File: src/rtl/regfld_pkg.sv
package regfld_pkg;

    // Effect of a software write on the field
    typedef enum logic [3:0] {
        WR_NONE,    // software cannot write
        WR_PLAIN,   // enabled lanes load bus bits
        WR_SET1,    // OR in bus bits
        WR_CLR1,    // clear where bus bit is one
        WR_TGL1,    // XOR bus bits
        WR_SET0,    // AND with bus bits
        WR_TGL0,    // XNOR with bus bits
        WR_CLRALL,  // whole field to zero
        WR_SETALL   // whole field to ones
    } wr_effect_e;

    // Effect of a software read on the field
    typedef enum logic [1:0] {
        RD_NONE,
        RD_CLR,
        RD_SET
    } rd_effect_e;

    // Hardware write gating
    typedef enum logic [1:0] {
        HW_NONE,
        HW_ALWAYS,
        HW_EN_HIGH,
        HW_EN_LOW
    } hw_mode_e;

    typedef enum logic {
        PREC_SW,
        PREC_HW
    } prec_e;

    // Winner of the priority chain in one cycle
    typedef enum logic [2:0] {
        SRC_HOLD,
        SRC_SW,
        SRC_RD,
        SRC_HW,
        SRC_PULSE
    } src_e;

    // Update requests raised in one cycle
    typedef struct packed {
        logic sw;
        logic rd;
        logic hw;
    } req_t;

    // Next value of one field bit under a software write
    function automatic logic wr_bit(wr_effect_e m, logic q, logic b, logic en);
        logic r;
        case (m)
            WR_PLAIN:  r = en ? b : q;
            WR_SET1:   r = q | (en & b);
            WR_CLR1:   r = q & ~(en & b);
            WR_TGL1:   r = q ^ (en & b);
            WR_SET0:   r = en ? (q & b) : q;
            WR_TGL0:   r = en ? ~(q ^ b) : q;
            WR_CLRALL: r = 1'b0;
            WR_SETALL: r = 1'b1;
            default:   r = q;
        endcase
        return r;
    endfunction

endpackage

File: src/rtl/regfld_sw_path.sv
// Software-write next value, one bit per field position, gated by its lane
module regfld_sw_path
    import regfld_pkg::*;
#(
    parameter int         BUS_W     = 32,
    parameter int         FIELD_LSB = 4,
    parameter int         FIELD_W   = 16,
    parameter wr_effect_e WR_EFFECT = WR_PLAIN
) (
    input  logic [FIELD_W-1:0] q,
    input  logic [BUS_W-1:0]   wdata,
    input  logic [BUS_W/8-1:0] be,
    output logic [FIELD_W-1:0] nxt
);
    localparam int LANES = BUS_W / 8;

    for (genvar k = 0; k < FIELD_W; k++) begin : g_bit
        localparam int POS  = FIELD_LSB + k;
        localparam int LANE = POS / 8;
        if (LANE < LANES) begin : g_in
            assign nxt[k] = wr_bit(WR_EFFECT, q[k], wdata[POS], be[LANE]);
        end else begin : g_out
            assign nxt[k] = q[k];
        end
    end
endmodule

File: src/rtl/regfld_prio.sv
// Priority chain selecting the field's next value
module regfld_prio
    import regfld_pkg::*;
#(
    parameter int    FIELD_W = 16,
    parameter prec_e PREC    = PREC_SW,
    parameter bit    PULSE   = 1'b0
) (
    input  req_t               req,
    input  logic [FIELD_W-1:0] q,
    input  logic [FIELD_W-1:0] sw_val,
    input  logic [FIELD_W-1:0] rd_val,
    input  logic [FIELD_W-1:0] hw_val,
    output logic [FIELD_W-1:0] nxt
);
    src_e src;

    always_comb begin
        if (PREC == PREC_HW && req.hw) src = SRC_HW;
        else if (req.sw)               src = SRC_SW;
        else if (req.rd)               src = SRC_RD;
        else if (req.hw)               src = SRC_HW;
        else if (PULSE)                src = SRC_PULSE;
        else                           src = SRC_HOLD;
    end

    always_comb begin
        case (src)
            SRC_SW:    nxt = sw_val;
            SRC_RD:    nxt = rd_val;
            SRC_HW:    nxt = hw_val;
            SRC_PULSE: nxt = '0;
            default:   nxt = q;
        endcase
    end
endmodule

File: src/rtl/regfld_store.sv
// Field flops with selectable reset timing and polarity
module regfld_store #(
    parameter int               FIELD_W   = 16,
    parameter bit               RST_ASYNC = 1'b0,
    parameter bit               RST_LOW   = 1'b0,
    parameter logic [FIELD_W-1:0] RST_VAL = '0
) (
    input  logic               clk,
    input  logic               rst,
    input  logic [FIELD_W-1:0] d,
    output logic [FIELD_W-1:0] q
);
    if (RST_ASYNC && RST_LOW) begin : g_async_low
        always_ff @(posedge clk or negedge rst) begin
            if (!rst) q <= RST_VAL;
            else      q <= d;
        end
    end else if (RST_ASYNC) begin : g_async_high
        always_ff @(posedge clk or posedge rst) begin
            if (rst) q <= RST_VAL;
            else     q <= d;
        end
    end else begin : g_sync
        logic rst_act;
        assign rst_act = rst ^ RST_LOW;
        always_ff @(posedge clk) begin
            if (rst_act) q <= RST_VAL;
            else         q <= d;
        end
    end
endmodule

File: src/rtl/regfld_top.sv
module regfld_top
    import regfld_pkg::*;
#(
    parameter int                 BUS_W     = 32,
    parameter int                 FIELD_LSB = 4,
    parameter int                 FIELD_W   = 16,
    parameter wr_effect_e         WR_EFFECT = WR_PLAIN,
    parameter rd_effect_e         RD_EFFECT = RD_NONE,
    parameter hw_mode_e           HW_MODE   = HW_EN_HIGH,
    parameter prec_e              PREC      = PREC_SW,
    parameter bit                 PULSE     = 1'b0,
    parameter bit                 RST_ASYNC = 1'b0,
    parameter bit                 RST_LOW   = 1'b0,
    parameter logic [FIELD_W-1:0] RST_VAL   = '0
) (
    input  logic               clk,
    input  logic               rst,
    input  logic [BUS_W-1:0]   sw_wdata,
    input  logic [BUS_W/8-1:0] sw_be,
    input  logic               sw_wr,
    input  logic               sw_rd,
    input  logic [FIELD_W-1:0] hw_in,
    input  logic               hw_we,
    output logic [FIELD_W-1:0] hw_out
);
    localparam logic [FIELD_W-1:0] RD_VAL = (RD_EFFECT == RD_SET) ? '1 : '0;

    req_t               req;
    logic [FIELD_W-1:0] q_field;
    logic [FIELD_W-1:0] sw_val;
    logic [FIELD_W-1:0] d_field;

    always_comb begin
        req.sw = sw_wr && (WR_EFFECT != WR_NONE);
        req.rd = sw_rd && (RD_EFFECT != RD_NONE);
        case (HW_MODE)
            HW_ALWAYS:  req.hw = 1'b1;
            HW_EN_HIGH: req.hw = hw_we;
            HW_EN_LOW:  req.hw = !hw_we;
            default:    req.hw = 1'b0;
        endcase
    end

    regfld_sw_path #(
        .BUS_W    (BUS_W),
        .FIELD_LSB(FIELD_LSB),
        .FIELD_W  (FIELD_W),
        .WR_EFFECT(WR_EFFECT)
    ) u_sw_path (
        .q    (q_field),
        .wdata(sw_wdata),
        .be   (sw_be),
        .nxt  (sw_val)
    );

    regfld_prio #(
        .FIELD_W(FIELD_W),
        .PREC   (PREC),
        .PULSE  (PULSE)
    ) u_prio (
        .req   (req),
        .q     (q_field),
        .sw_val(sw_val),
        .rd_val(RD_VAL),
        .hw_val(hw_in),
        .nxt   (d_field)
    );

    regfld_store #(
        .FIELD_W  (FIELD_W),
        .RST_ASYNC(RST_ASYNC),
        .RST_LOW  (RST_LOW),
        .RST_VAL  (RST_VAL)
    ) u_store (
        .clk(clk),
        .rst(rst),
        .d  (d_field),
        .q  (q_field)
    );

    assign hw_out = q_field;
endmodule

File: config.mk
export PLATFORM = sky130hd
export DESIGN_NAME = regfld_top
export DESIGN_NICKNAME = d
export VERILOG_FILES = /design/src/rtl/regfld_pkg.sv /design/src/rtl/regfld_sw_path.sv /design/src/rtl/regfld_prio.sv /design/src/rtl/regfld_store.sv /design/src/rtl/regfld_top.sv
export SDC_FILE = /design/constraint.sdc
export NUM_CORES = 1
export LEC_CHECK = 0
export BUFFER_PORTS_ARGS = -buffer_cell sky130_fd_sc_hd__buf_2
export CORE_MARGIN = 2
export CORE_UTILIZATION = 34
export DETAILED_ROUTE_END_ITERATION = 6
export PLACE_DENSITY = 0.67
export SYNTH_ARGS = -nofsm -noshare
export SYNTH_HDL_FRONTEND = slang
export SYNTH_HIERARCHICAL = 1
export SYNTH_SLANG_ARGS = --single-unit
File: constraint.sdc
create_clock -name clk -period 2.06 [get_ports clk]
set_input_delay 0.412 -clock clk [delete_from_list [all_inputs] [get_ports clk]]
set_output_delay 0.412 -clock clk [all_outputs]
set_load 0.02 [all_outputs]
# Word level (Yosys, flattened, before mapping)
# Cells that the tools add are included.
dict set report classes {
  eq_ne 7
  n_reduce_logical 5
  mux 19
}
# cell n
set ops {}
lappend ops {{16-bit one-hot mux with 3 select lines} 1}
lappend ops {{1-bit two-way mux} 16}
lappend ops {{3-bit by 2-bit == test with 1-bit output, second input constant} 2}
lappend ops {{2-bit inequality test, second input constant} 3}
lappend ops {{2-bit AND reduction} 3}
lappend ops {{3-bit by 1-bit == test with 1-bit output, second input constant} 1}
lappend ops {{3-bit == test, second input constant} 1}
lappend ops {{3-bit two-way mux} 1}
lappend ops {{3-bit nonzero test} 1}
lappend ops {{2-bit two-way mux} 1}
lappend ops {{2-bit OR reduction} 1}
dict set report totals {
  input_bits 57
  regBits 16
  word_cells 34
  output_inout_bits 16
}

# Logic depth before layout (Yosys ltp)
# Gate-level depths: netlist of run 1.
dict set report logic_depth {
  ltp_word 6
  mapped_depth 6
}

# Hierarchy
# The synthesis of run 1 kept the hierarchy.
# module area_per_inst_um2 cells_each n_inst
set modules_own_cells {}
lappend modules_own_cells {regfld_store 464.2 33 1}
lappend modules_own_cells {regfld_prio 420.4 60 1}
lappend modules_own_cells {regfld_sw_path 221.5 17 1}
lappend modules_own_cells {regfld_top 3.8 1 1}

# Worst setup path before layout of run 1
# Ideal clock, no wire load.
dict set report synth_timing {
  kind {input port to flip-flop}
  start {input port sw_wr}
  end {register u_store.q[2]}
  t_arrival_ps 1360
  setup_time_ps 116
  slack_ps 584
  path_stages 6
  cell_sequence {or3_1 buf_6 buf_12 o22ai_2 a21oi_1 and2b_2}
}
dict set report synth_between {
  elab_cells_between_ends 10
}
# item line_no
set synth_lines {}
lappend synth_lines {{start, declared} regfld_top.sv:20} ;# input logic sw_wr,
lappend synth_lines {{3-bit two-way mux (*)} regfld_prio.sv:20} ;# else if (req.sw) src = SRC_SW;
lappend synth_lines {{3-bit by 2-bit == test with 1-bit output / 3-bit == test (equally long branches)} regfld_prio.sv:28} ;# case (src)
lappend synth_lines {{2-bit OR reduction (no line)} n/a}
lappend synth_lines {{16-bit one-hot mux with 3 select lines (*)} regfld_prio.sv:28}
lappend synth_lines {{net d_field[2]} regfld_top.sv:31} ;# logic [FIELD_W-1:0] d_field;
lappend synth_lines {{end signal, assigned} regfld_store.sv:27} ;# if (rst_act) q <= RST_VAL;
lappend synth_lines {{end signal, assigned} regfld_store.sv:28} ;# else q <= d;
lappend synth_lines {{end, declared} regfld_store.sv:11} ;# output logic [FIELD_W-1:0] q
# The timed path passes the listed nets; every way through them passes the cells marked *.
# A chain may end at the register's enable or synchronous reset.

# Worst setup path after layout of run 1
dict set report layout_timing {
  start {input port sw_wr}
  end {register u_store.q[12]}
}
# Same word-level chain as after synthesis.

==> results of run 1 <==
[placed cells by master, fill, tap and decap left out]
master and count:
sky130_fd_sc_hd__buf_2 54, sky130_fd_sc_hd__o22ai_1 22, sky130_fd_sc_hd__conb_1 19, sky130_fd_sc_hd__a21oi_1 16
sky130_fd_sc_hd__dfxtp_1 16, sky130_fd_sc_hd__o22ai_2 10, sky130_fd_sc_hd__mux2_2 8, sky130_fd_sc_hd__mux2_4 8
sky130_fd_sc_hd__nor2b_2 7, sky130_fd_sc_hd__and2b_2 6, sky130_fd_sc_hd__clkbuf_4 3, sky130_fd_sc_hd__buf_4 3
sky130_fd_sc_hd__nor2b_1 3, sky130_fd_sc_hd__inv_1 2, sky130_fd_sc_hd__clkbuf_8 1, sky130_fd_sc_hd__nand2b_1 1
sky130_fd_sc_hd__or3_1 1
[routing by layer]
| metal | vias up | track usage | share of wire |
|---|---|---|---|
| met3 | 0 | 0.0210 | 0.074 |
| met4 | 0 | 0.0186 | 0 |
| met2 | 42 | 0.287 | 0.48 |
| met5 | - | 0 | 0 |
| li1 | 540 | - | - |
| met1 | 473 | 0.200 | 0.44 |
[worst max-delay path, stage by stage]
cell and delay, ns:
sky130_fd_sc_hd__buf_2 0.10, sky130_fd_sc_hd__or3_1 0.54, sky130_fd_sc_hd__buf_4 0.26, sky130_fd_sc_hd__o22ai_1 0.12
sky130_fd_sc_hd__a21oi_1 0.05, sky130_fd_sc_hd__nor2b_1 0.14
[power by group through the flow]
stage                     Sequential, mW  Combinational [mW]  Clock [mW]
after detailed placement           0.367               0.280           0
final                              0.359               0.281       0.210
after floorplan                    0.398               0.169           0
after global placement             0.364               0.272           0
after global routing               0.364               0.310       0.234
after CTS                          0.359               0.281       0.221
[synth_stat cells, drive strengths merged]
master	n	area, um2
or3	1	6.26
a21oi	16	80.1
buf	7	68.8
dfxtp	16	320
clkbuf	3	11.3
o22ai	32	263
conb	1	3.75
nand2b	1	6.26
mux2	16	210
and2b	6	52.6
inv	2	7.51
nor2b	10	80.1
[path summary, 6_finish.rpt]
kind / start / end / slack (ns) / cells after the start
hold reg to reg: u_store/q[11] / u_store/q[11] / 0.66 / 3
hold / removal: rst / u_store/q[8] / 0.51 / 2
setup reg to reg: u_store/q[1] / u_store/q[1] / 0.96 / 4
setup / recovery: sw_wr / u_store/q[12] / 0.59 / 6
[stage by stage]
stage	utilization	hold slack, ns	instances
after CTS	0.481	0.503	224
after floorplan	-	0.620	129
final	0.481	0.505	224
after global placement	0.470	0.628	220
after detailed placement	0.470	0.645	220
after global routing	0.481	0.516	224
[cell type report]
type / instances / area, um2 / area share
tap: 44 / 55.1 / 0.0372
clock buffer: 4 / 36.3 / 0.0245
inverter: 2 / 7.51 / 0.00507
multi-input combinational: 101 / 769 / 0.519
timing repair buffer: 57 / 293 / 0.198
sequential: 16 / 320 / 0.216
[cells by family (layout without fill, tap and decap cells)]
| logic type | after synthesis | after routing |
|---|---|---|
| buffers and inverters | 12 | 63 |
| DFF | 16 | 16 |
| muxes | 16 | 16 |
| AOI/OAI and AO/OA | 48 | 48 |
| other | 1 | 19 |
| and+or+nand+nor | 18 | 18 |
==> flow_summary.toml, run 1 <==
[outcome]
run_status = "complete, no violations"

[routing]
vias_per_cell = 4.71
antenna_viol_nets_final = 0
drt_drc_violations_left = 0
drtIter0Drc = 33
dr_total_vias = 1055
drt_pass1_iterations = 4
route.detailed.wl_per_inst_um = 12.3
wl_um = 2750

[yosys]
synth-seq-area-share = 0.289
warnings_synthesis = 6
post_synth_instance_area_um2 = 1110
synth_cells = 111
dominant_combinational_cell_family_by_area_after_synthesis = "compound AO/OA/AOI/OAI gates"
synth-adder-area-share = 0
yosys.cell_types.count = 17
synth-compound-area-share = 0.309
synthSimpleGateAreaFrac = 0.131
ys_ff_latch = 16
synthesis.area_per_instance_um2 = 10.0
synth_xor_xnor_area_share = 0
synthMuxAreaShare = 0.189

[final_layout]
layout.filler_cells = 329
top_register = "u_store/q"
finalNetCount = 238
num_antenna_cells = 0
largest_register_ffs = 16
fin_area_um2 = 1480
largestRegisters = "u_store/q x16"
area.growth.synth_to_final_pct = 33.5
fraction_of_final_layout_cells_with_drive_strength_greater_than_1 = 0.556

[sta]
fin_ws_ns = 0.593
period_needed_ns = 1.47
hold_violations = 0
finalSetupTns_ns = 0
timing.final.crit_share = 0.712
fin_worst_skew_ns = 0
clock.fmax_mhz = 682
unrepaired_setup_endpoints_after_global_routing = "no"
slew_violations = 0
setup_viol_count_final = 0

[grt]
grt.overflow.total = 0
grtUsageTotal = 0.157
grt_antenna_before_repair = 0
maximum_number_of_pins_on_one_net_before_global_route_repair = 33
grt_pass1_vias = 1031
grt_first_pass_wirelength_um = 4480

[cts]
clkSlewWorstSetupHoldPaths_ns = 0.10
cts_made_buffers = 3
tritoncts_clock_tree = "yes"
clk_root_buffer_cell = "sky130_fd_sc_hd__clkbuf_4"
clock_path_buffers = 2
cts.repair.resized = 0
clock_tree.htree_level_count = 1
worst_skew_pair.late_latency_ns = 0.28
numClockSinks = 16
cts_post_setup_buffers_inserted = 0
cts-hold-fix-buffers = 0

[power_and_ir_drop]
powerDensity_nw_per_um2 = 574
share_clk_of_total_power = 0.247
leakagePower_nw = 0.717
power.share.switching = 0.304
power_frac_seq = 0.422
finalPower_uw = 850
internal_power_uw = 591
vdd.ir_drop.worst_mv = 0.256
switchingPower_uw = 259
part_of_the_total_power_dissipated_in_combinational_logic = 0.330

[critical_path]
crit_type = "input port to flop"
worst_ep_arrival_time_ns = 1.64
crit_path_end_kind = "flop"
data_required_time_of_the_critical_path_ns = 2.23
crit_path_max_fanout = 9
startpoint_type = "input port"

[place]
buffer_ports.inserted = 54
place_worst_setup_slack_ns = 0.284
place_area_um2 = 1450
place.gp.congestion = 0.744
place.detailed.hpwl_um = 2090

[die]
dieArea_um2 = 3740
start_util = 0.361
row_count = 20
core_um2 = 3080
io-pin-count = 73
die_w_um = 61.1
chipHeight_um = 61.1

[run]
cap_violations = 0

[hold_path]
timing.hold.worst.class = "input port to flop"
Note: power is estimated with default switching activity, not from simulation.
==> inputs of run 2 (changes only) <==
- clock period: 2.06 -> 1.4 ns (I/O delays scaled with it)
==> run 2 against run 1 <==
First-iteration DRC count rose by 110%. Total power rose by 49%. Sequential cell count did not move. Die area did not move. Highest routed layer unchanged.
==> flow_summary.toml, run 2 (synthesized netlist as in run 1, its figures left out) <==
[final_layout]
layout.cells.most_common_list = "54 x sky130_fd_sc_hd__buf_2, 22 x sky130_fd_sc_hd__o22ai_1, 19 x sky130_fd_sc_hd__conb_1"
finalNonFillerCells = 226
fraction_of_final_layout_cells_with_drive_strength_greater_than_1 = 0.560
layout_commonest_cell = "sky130_fd_sc_hd__buf_2"
fin_area_um2 = 1510
top_register = "u_store/q"
largestRegisters = "u_store/q x16"
largest_register_ffs = 16
finalNetCount = 240
num_antenna_cells = 0
area.growth.synth_to_final_pct = 36.0

[critical_path]
startpoint_type = "input port"
crit_path_end_kind = "flop"
crit_type = "input port to flop"
worst_ep_arrival_time_ns = 1.34
crit_path_max_fanout = 8
crit_path_cell_trace = "buf_2 -> or3_1 -> buf_4 -> o22ai_1 -> a21oi_1 -> and2b_2"
data_required_time_of_the_critical_path_ns = 1.59
max_stage_delay_ns = 0.39
crit_slowest_cell = "sky130_fd_sc_hd__or3_1"

[cts]
cts_post_setup_buffers_inserted = 0
cts-hold-fix-buffers = 0
cts_made_buffers = 3
tritoncts_clock_tree = "yes"
clkSlewWorstSetupHoldPaths_ns = 0.11
clk_root_buffer_cell = "sky130_fd_sc_hd__clkbuf_4"
clock_tree.htree_level_count = 1
cts.repair.resized = 0
clock_path_buffers = 2
worst_skew_pair.late_latency_ns = 0.28
numClockSinks = 16

[routing]
vias_per_cell = 4.77
dr_total_vias = 1079
antenna_viol_nets_final = 0
drt_drc_violations_left = 0
route.detailed.wl_per_inst_um = 12.3
wl_um = 2780
drtIter0Drc = 68
drt_pass1_iterations = 4

[sta]
fin_ws_ns = 0.246
clock.fmax_mhz = 866
slew_violations = 0
fin_worst_skew_ns = 0
timing.final.crit_share = 0.824
period_needed_ns = 1.15
hold_violations = 0
final.hold.worst_slack_ns = 0.370
unrepaired_setup_endpoints_after_global_routing = "no"
setup_viol_count_final = 0

[power_and_ir_drop]
vdd.ir_drop.worst_mv = 0.432
powerDensity_nw_per_um2 = 840
leakagePower_nw = 0.730
finalPower_mw = 1.27

[die]
die_w_um = 61.1
chipHeight_um = 61.1
core_um2 = 3080
row_count = 20
io-pin-count = 73
start_util = 0.361
dieArea_um2 = 3740

[hold_path]
timing.hold.worst.class = "input port to flop"

[grt]
grt_first_pass_wirelength_um = 4280
grt_pass1_vias = 993
grt.overflow.total = 0
grt_antenna_before_repair = 0
maximum_number_of_pins_on_one_net_before_global_route_repair = 33
grtUsageTotal = 0.155

[place]
buffer_ports.inserted = 54
place_worst_setup_slack_ns = -0.0457
place_area_um2 = 1470
place.detailed.hpwl_um = 2080
dp_cells = 222
place.gp.congestion = 0.738

[outcome]
run_status = "complete, no violations"

[run]
cap_violations = 0
## run 2: critical path, delay by kind of cell
kind,cells,cell delay (ns)
AO/OA/AOI/OAI,2,0.18
buffers and inverters,2,0.30
AND/OR/NAND/NOR,2,0.58
## run 2: stage by stage
step / setup TNS (ns) / util
finish: 0 / 0.490
global route: 0 / 0.490
floorplan: 0 / -
global placement: -0.0516 / 0.478
CTS: 0 / 0.490
detailed placement: -0.155 / 0.478
## run 2: layout make-up
cell class                 count  area (um2)
fill                         311        1570
multi-input combinational    101         769
sequential                    16         320
timing repair buffer          59         320
tap                           44        55.1
clock buffer                   4        36.3
inverter                       2        7.51
## run 2: worst paths after layout
kind	from	cells past startpoint	to	slack [ns]
hold reg to reg	u_store/q[11]	3	u_store/q[11]	0.66
hold / removal	rst	2	u_store/q[8]	0.37
setup reg to reg	u_store/q[1]	4	u_store/q[1]	0.31
setup / recovery	sw_wr	6	u_store/q[1]	0.25
## run 2: report_power, final
group          internal (mW)  total [mW]  leakage [nW]  switching, mW
sequential             0.496       0.528         0.133         0.0320
combinational          0.224       0.424         0.575          0.200
clock                  0.158       0.315        0.0210          0.157
## run 2: metal layers
layer  part of all wire  up-vias  track usage
met1               0.47      486        0.185
li1                   -      547            -
met5                  0        -            0
met3              0.083        0       0.0378
met4                  0        0       0.0373
met2               0.45       46        0.278
==> inputs of run 3 (changes only) <==
- clock period: 1.4 -> 1.1 ns (I/O delays scaled with it)
==> run 3 against run 2 <==
Largest power group unchanged. Sequential power is 30% higher. Sequential cell count unchanged. Core utilization up 3.1 points. Critical path depth down 2. Final cell count rose by 2.2%. Critical endpoint is now u_store/q[13]. Worst setup slack got worse by 0.24 ns. Clock power rose by 27%. Combinational power up 38%. Die area did not move.
==> flow_summary.toml, run 3 (synthesized netlist as in run 1, its figures left out) <==
[outcome]
run_status = "complete, no violations"

[final_layout]
top_register = "u_store/q"
layout.cells.most_common_list = "47 x sky130_fd_sc_hd__buf_2, 21 x sky130_fd_sc_hd__o22ai_1, 19 x sky130_fd_sc_hd__conb_1"
largest_register_ffs = 16
num_antenna_cells = 0
finalNetCount = 245
finalNonFillerCells = 231
area.growth.synth_to_final_pct = 44.6
largestRegisters = "u_store/q x16"
fraction_of_final_layout_cells_with_drive_strength_greater_than_1 = 0.647
layout_commonest_cell = "sky130_fd_sc_hd__buf_2"

[grt]
grt_antenna_before_repair = 0
grt_first_pass_wirelength_um = 4790
grtUsageTotal = 0.169
maximum_number_of_pins_on_one_net_before_global_route_repair = 33
grt_pass1_vias = 1101
grt.overflow.total = 0

[critical_path]
worstReg2RegEnd = "u_store/q[13]"
worst_ep_arrival_time_ns = 1.29
r2r_slack_ns = 0.004
startpoint = "u_store/q[13]"
startpoint_type = "flop"
crit_type = "flop to flop"
reg2reg_from = "u_store/q[13]"
data_required_time_of_the_critical_path_ns = 1.29
crit_path_end_kind = "flop"
timing.critical_path.to = "u_store/q[13]"
r2r.worst_path.cells = 4
crit_path_max_fanout = 3

[sta]
timing.final.crit_share = 0.997
period_needed_ns = 1.10
fin_worst_skew_ns = 0
unrepaired_setup_endpoints_after_global_routing = "yes"
final.hold.worst_slack_ns = 0.207
slew_violations = 0
hold_violations = 0
setup_viol_count_final = 0
clock.fmax_mhz = 912

[hold_path]
timing.hold.worst.class = "input port to flop"

[run]
cap_violations = 0

[routing]
drtIter0Drc = 22
dr_total_vias = 1103
route.detailed.wl_per_inst_um = 13.2
drt_pass1_iterations = 4
antenna_viol_nets_final = 0
vias_per_cell = 4.77
wl_um = 3060
drt_drc_violations_left = 0

[power_and_ir_drop]
powerDensity_nw_per_um2 = 1040
vdd.ir_drop.worst_mv = 0.850
leakagePower_nw = 0.771

[place]
dp_cells = 228
place.gp.congestion = 0.816
place.detailed.hpwl_um = 2180
buffer_ports.inserted = 54

[cts]
clock_tree.htree_level_count = 1
numClockSinks = 16
clkSlewWorstSetupHoldPaths_ns = 0.10
cts_made_buffers = 3
cts-hold-fix-buffers = 0
tritoncts_clock_tree = "yes"
worst_skew_pair.late_latency_ns = 0.29
clk_root_buffer_cell = "sky130_fd_sc_hd__clkbuf_4"
clock_path_buffers = 2

[die]
chipHeight_um = 61.1
row_count = 20
start_util = 0.361
io-pin-count = 73
core_um2 = 3080
dieArea_um2 = 3740
die_w_um = 61.1
## run 3: cell count changes in the layout (fill, tap and decap cells not counted)
cell                      delta
sky130_fd_sc_hd__mux2_4      +1
sky130_fd_sc_hd__dfxtp_2    +13
sky130_fd_sc_hd__mux2_2      -1
sky130_fd_sc_hd__o22ai_2     +1
sky130_fd_sc_hd__o22ai_1     -1
sky130_fd_sc_hd__buf_4       +8
sky130_fd_sc_hd__dfxtp_1    -13
sky130_fd_sc_hd__buf_6       +4
sky130_fd_sc_hd__buf_2       -7
## run 3: where the power goes
group,total (mW),switching (mW),internal (mW)
Clock,0.399,0.197,0.202
Sequential,0.685,0.0449,0.640
Combinational,0.587,0.265,0.322
Total,1.67,0.507,1.16
## run 3: worst min path at each step
stage / start / slack [ns] / end / depth (start not counted)
final: rst / 0.21 / u_store/q[14] / 2
after global routing: rst / 0.21 / u_store/q[12] / 2
after CTS: rst / 0.20 / u_store/q[12] / 2
after detailed placement: rst / 0.53 / u_store/q[12] / 2
after global placement: rst / 0.53 / u_store/q[14] / 2
after floorplan: rst / 0.43 / u_store/q[0] / 1
## run 3: layout make-up
class / instances / area, um2
fill: 314 / 1470
multi-input combinational: 101 / 779
inverter: 2 / 7.51
timing repair buffer: 64 / 390
clock buffer: 4 / 36.3
sequential: 16 / 337
tap: 44 / 55.1
## run 3: metal layers
layer	global-route usage	vias to the layer above	wire length [um]
li1	-	556	-
met1	0.210	495	1380
met2	0.299	49	1430
met3	0.0483	3	233
met4	0.0217	0	11
met5	0	-	0
## run 3: through the flow
step / utilization / area (um2) / power (mW) / setup TNS (ns) / setup slack, ns
floorplan: - / 1180 / 1.06 / -1.81 / -0.184
global placement: 0.493 / 1520 / 1.23 / -3.25 / -0.232
CTS: 0.505 / 1550 / 1.66 / 0 / 0.00159
detailed placement: 0.493 / 1520 / 1.24 / -3.73 / -0.281
global route: 0.522 / 1610 / 1.78 / -0.210 / -0.0410
finish: 0.522 / 1610 / 1.67 / 0 / 0.00350
## run 3: worst max-delay path: stages, from the launching register on
cell and delay [ns]:
sky130_fd_sc_hd__dfxtp_2 0.35, sky130_fd_sc_hd__mux2_2 0.27, sky130_fd_sc_hd__o22ai_1 0.14, sky130_fd_sc_hd__a21oi_1 0.05, sky130_fd_sc_hd__and2b_2 0.19
## run 3: timing repair
item,CTS,global route
endpoints found under the setup margin,3,18
pin swaps,0,0
gates resized for setup,9,17
setup buffers,0,2
